==> config.mk <==
export PLATFORM = sky130hd
export DESIGN_NAME = tod_alarm_unit
export DESIGN_NICKNAME = d
export VERILOG_FILES = /design/src/rtl/tod_alarm_unit.sv
export SDC_FILE = /design/constraint.sdc
export NUM_CORES = 1
export LEC_CHECK = 0
export BUFFER_PORTS_ARGS = -buffer_cell sky130_fd_sc_hd__clkbuf_2
export CAP_MARGIN = 20
export CELL_PAD_IN_SITES_DETAIL_PLACEMENT = 1
export CELL_PAD_IN_SITES_GLOBAL_PLACEMENT = 1
export CORE_ASPECT_RATIO = 0.7
export CORE_UTILIZATION = 20
export DETAILED_ROUTE_END_ITERATION = 8
export GPL_TIMING_DRIVEN = 0
export PLACE_DENSITY_LB_ADDON = 0.1
export SYNTH_ARGS = -nofsm -noshare
export SYNTH_HDL_FRONTEND = slang
export SYNTH_SLANG_ARGS = --single-unit
==> constraint.sdc <==
create_clock -name clk -period 3.7 [get_ports clk]
set_clock_uncertainty 0.05 [all_clocks]
set_input_delay 0.74 -clock clk [delete_from_list [all_inputs] [get_ports clk]]
set_output_delay 0.74 -clock clk [all_outputs]
set_load 0.1 [all_outputs]
==> src/rtl/tod_alarm_unit.sv <==
module tod_alarm_unit (
  input  logic       clk,
  input  logic       rst_n,
  input  logic       tick,
  input  logic [6:0] now_sec,
  input  logic [6:0] now_min,
  input  logic [6:0] now_hr,
  input  logic [2:0] now_wday,
  input  logic [5:0] now_mday,
  input  logic [7:0] a1_sec,
  input  logic [7:0] a1_min,
  input  logic [7:0] a1_hr,
  input  logic [7:0] a1_day,
  input  logic [7:0] a2_min,
  input  logic [7:0] a2_hr,
  input  logic [7:0] a2_day,
  input  logic       intcn,
  input  logic       a1_ie,
  input  logic       a2_ie,
  input  logic       sqw_in,
  input  logic       flag_we,
  input  logic [1:0] flag_wdata,
  output logic       a1_flag,
  output logic       a2_flag,
  output logic       irq_sqw_n
);

  function automatic logic fld_ok(input logic [7:0] f, input logic [6:0] cur);
    return f[7] | (f[6:0] == cur);
  endfunction

  function automatic logic day_ok(input logic [7:0] f, input logic [2:0] wd,
                                  input logic [5:0] md);
    return f[7] | (f[6] ? (f[2:0] == wd) : (f[5:0] == md));
  endfunction

  logic hit1, hit2, nxt1, nxt2, irq_act;

  assign hit1 = fld_ok(a1_sec, now_sec) & fld_ok(a1_min, now_min) &
                fld_ok(a1_hr, now_hr) & day_ok(a1_day, now_wday, now_mday);

  assign hit2 = (now_sec == 7'h00) & fld_ok(a2_min, now_min) &
                fld_ok(a2_hr, now_hr) & day_ok(a2_day, now_wday, now_mday);

  assign nxt1 = (tick & hit1) | (a1_flag & ~(flag_we & ~flag_wdata[0]));
  assign nxt2 = (tick & hit2) | (a2_flag & ~(flag_we & ~flag_wdata[1]));

  always_ff @(posedge clk) begin
    if (!rst_n) begin
      a1_flag <= 1'b0;
      a2_flag <= 1'b0;
    end else begin
      a1_flag <= nxt1;
      a2_flag <= nxt2;
    end
  end

  assign irq_act   = (a1_flag & a1_ie) | (a2_flag & a2_ie);
  assign irq_sqw_n = intcn ? ~irq_act : sqw_in;

endmodule


# ---- Word-level counts from Yosys, hierarchy flattened
# Index checks and enable logic that the tools add are counted.
dict set report word_totals {
  reg_bits 2
  output_inout_bits 3
}
dict set report classes {
  eq_ne 9
  n_mux 3
  bitwise 29
  n_reduce_logical 1
}
# op count
set ops {}
lappend ops {{7-bit equality test} 5}
lappend ops {{1-bit bitwise AND} 14}
lappend ops {{6-bit equality test} 2}
lappend ops {{1-bit bitwise OR} 10}
lappend ops {{7-bit zero test} 1}
lappend ops {{3-bit equality test} 2}
lappend ops {{1-bit NOT} 5}
lappend ops {{1-bit 2-to-1 mux} 3}

# ---- Depth between registers and ports, before layout
dict set report logic_depth {
  depth_word 7
  ltp_mapped 5
  ltp_nobuf 5
}

# ---- Least setup slack after synthesis
# OpenSTA, ideal clock, no wires.
dict set report synth_timing {
  kind {flip-flop to output port}
  start {reg a1_flag}
  end {out irq_sqw_n}
  arrival_time_ns 1.657
  t_required_ns 2.910
  path_slack_ns 1.253
  stages_incl_launch_ff 3
  path_cell_list {dfxtp_1 a22oi_1 mux2_2}
}
dict set report synth_between {
  elab_chain_cells 4
}
# element line_no
set synth_lines {}
lappend synth_lines {{start, declared} 23} ;# output logic a1_flag,
lappend synth_lines {{start signal, assigned} 53} ;# a1_flag <= nxt1;
lappend synth_lines {{1-bit bitwise AND} 58} ;# assign irq_act = (a1_flag & a1_ie) | (a2_flag & a2_ie);
lappend synth_lines {{1-bit bitwise OR} 58}
lappend synth_lines {{1-bit NOT} 59} ;# assign irq_sqw_n = intcn ? ~irq_act : sqw_in;
lappend synth_lines {{1-bit 2-to-1 mux} 59}
lappend synth_lines {{end, declared} 25} ;# output logic irq_sqw_n
# Every way passes these cells.

# ---- Worst setup path in the final report
dict set report layout_timing {
  start {in a1_ie}
  end {out irq_sqw_n}
}
dict set report layout_between {
  elab_chain_cells 4
}
# element line_no
set layout_lines {}
lappend layout_lines {{start, declared} 18} ;# input logic a1_ie,
lappend layout_lines {{1-bit bitwise AND} 58}
lappend layout_lines {{1-bit bitwise OR} 58}
lappend layout_lines {{1-bit NOT} 59}
lappend layout_lines {{1-bit 2-to-1 mux} 59}
# Every way passes these cells.

==> reports/qor.txt <==
critical path type: input port to output port
share of the synthesized area in the top cell type: 0.350
maximum buffer depth of the clock tree: 2
row cnt: 17
Fin Setup TNS: 0 ns
worst-path fanout max: 1
Worst path slowest cell: clkbuf_2
IO Count: 99
Final min period: 2.38 ns
number of global-route vias before repair: 1059
RR Endpoint: a1_flag
gpl congestion: 0.757
sequential share of the synthesized area: 0.0552
cts hold-fix bufs: 0
Gate Count Post-Synth: 83
Post-synth EDFFs: 0
R2R setup slack: 2.98 ns
status: complete, no violations
Worst Hold Endpoint: a2_flag
most frequent cells after synthesis: 29 x xor2_1, 24 x xnor2_1, 7 x a41oi_1
routed wire length: 2890 µm
CTS resizes: 0
most frequent cell after synthesis: xor2_1
port bufs: 98
Die Ht: 52.4 µm
drt via density: 4.37
pwr dens: 183 nW/µm²
Critical Path AT: 1.59 ns
GRT Total Usage: 0.156
Setup Buffers After CTS: 0
Clock Pin Slew Worst Setup and Hold Paths: 0.03 ns
Max VDD drop: 87.6 µV
Final Max Slew Viols: 0
Final ANT Viol Nets: 0
Avg Synthesized Cell Area: 8.74 µm²
max cap viols: 0
DR pass1 iterations: 4
cell taking the most area after synthesis: xor2_1
Detailed Place HPWL: 2820 µm
Chip Width: 74.0 µm
fmax: 0.420 GHz
post-DR wirelength/cell: 12.5 µm
CP required: 2.91 ns
Hold Violations, Final: 0
Most used DFF post-synth: dfxtp_1
CTS tree: yes
antenna diode count: 0
Area contributors post-synth: xor2_1 35%, xnor2_1 29%, a41oi_1 8.4%
Cell Chain, Critical Path: clkbuf_2 -> a22oi_1 -> mux2_2 -> clkbuf_2
Leak Pwr: 0.664 nW
min-delay src: a2_flag
CTS Root Cell: clkbuf_8
syn nets: 179
setup violators final: 0
Initial Utilization: 0.220
Congestion Overflow GR: 0
Buffers & Inverters on Critical Path: 2
RSZ-0062 raised after global routing: no
DRT iter0 DRCs: 24
DIE AREA: 3880 µm²
RR Startpoint: a1_flag
Core Area: 3300 µm²
Final #Nets: 282
ys async rst share: 0
clock sinks: 2
Final Cycle Share: 0.643
Worst Setup End Kind: output port
via count: 1010
warnings from Yosys: 0
Post-route DRC: 0
fraction of layout cells with a size suffix above 1: 0.565
Largest delay share family, worst path: buffers and inverters
worst-skew pair later-pin latency: 0.21 ns
Worst Hold Depth: 2
worst-case reg-to-reg path depth: 2
Worst-Margin Slew: 0.542 ns
first-pass GRT wire length: 4450 µm
initial antenna violation count: 0
CTS H-tree depth: 1
Post-Syn Area: 726 µm²
most used cell along the critical path: clkbuf_2
Area Overhead vs Synth: 81.4%
pin count of the biggest net entering global routing: 4
Distinct cells, synth: 19
final core utilization: 0.399
number of clock buffers inserted by TritonCTS: 3
crit path launch type: input port
HP Class: flop to flop
synthesized flop and latch total: 2
critical path's largest stage delay: 0.44 ns
Slew HR: 0.640
power breakdown:
group / leakage, nW / switching, mW / internal [mW] / total [mW]
Sequential: 0.0161 / 0.000241 / 0.0220 / 0.0222
Combinational: 0.627 / 0.0609 / 0.0724 / 0.133
Clock: 0.0216 / 0.0171 / 0.0688 / 0.0859
Total: 0.664 / 0.0783 / 0.163 / 0.241
per-stage QoR:
stage / hold WS [ns] / power (mW) / instance area (µm²) / instances / setup slack (ns)
after floorplan: 0.843 / 0.0817 / 726 / 83 / 1.25
after detailed placement: 0.448 / 0.157 / 1270 / 228 / 1.31
after CTS: 0.453 / 0.245 / 1320 / 231 / 1.31
final: 0.447 / 0.241 / 1320 / 231 / 1.32
after global routing: 0.507 / 0.259 / 1320 / 231 / 1.28
after global placement: 0.443 / 0.153 / 1270 / 228 / 1.31
worst max path at each step:
stage / to / depth (start not counted) / slack [ns] / startpoint
after floorplan: irq_sqw_n / 2 / 1.25 / a1_flag
after global placement: irq_sqw_n / 4 / 1.31 / a1_ie
after detailed placement: irq_sqw_n / 4 / 1.31 / a1_ie
after CTS: irq_sqw_n / 4 / 1.31 / a1_ie
after global routing: irq_sqw_n / 4 / 1.28 / a1_ie
final: irq_sqw_n / 4 / 1.32 / a1_ie
per-layer routing:
layer	wire, µm	part of all wire	GRT usage	vias to the layer above
met2	1460	0.51	0.289	43
met4	27	0.0093	0.0577	0
met1	1220	0.42	0.183	454
met3	186	0.064	0.0192	2
li1	-	-	-	511
met5	0	0	0	-
logic make-up (layout without fill, tap and decap cells):
group,count (synthesis),in the layout,synth area share
flip-flops,2,2,0.0552
AO/OA/AOI/OAI,14,14,0.171
buffers and inverters,1,102,0.00517
AND/OR/NAND/NOR,12,12,0.114
XOR/XNOR,53,53,0.640
multiplexers,1,1,0.0155
cell usage in the layout, fill, tap and decap left out:
cell / instances
nor4_1: 6
mux2_2: 1
a41o_1: 1
clkbuf_2: 98
inv_1: 1
a21boi_1: 1
xnor2_1: 24
o21ai_0: 1
dfxtp_1: 2
nor4b_1: 1
a41oi_1: 7
clkbuf_8: 3
nand2_1: 1
o211ai_1: 1
a22oi_1: 1
nor4_2: 1
nand3_1: 1
or4_1: 2
o41ai_1: 1
o41ai_2: 1
xor2_1: 29
state kept, by name, indices dropped and copies added, names as in the netlist:
name / flops
a1_flag: 1
a2_flag: 1
tightest hold or removal path: stages, from the launching register on:
cell and delay (ns):
dfxtp_1 0.31, o21ai_0 0.07, a21boi_1 0.06
layout make-up:
| class | count | area [µm²] |
|---|---|---|
| multi-input combinational | 80 | 682 |
| fill | 452 | 1980 |
| inverter | 1 | 3.75 |
| timing repair buffer | 98 | 490 |
| clock buffer | 3 | 41.3 |
| sequential | 2 | 40.0 |
| tap | 47 | 58.8 |
Note: power is estimated with default switching activity, not from simulation.
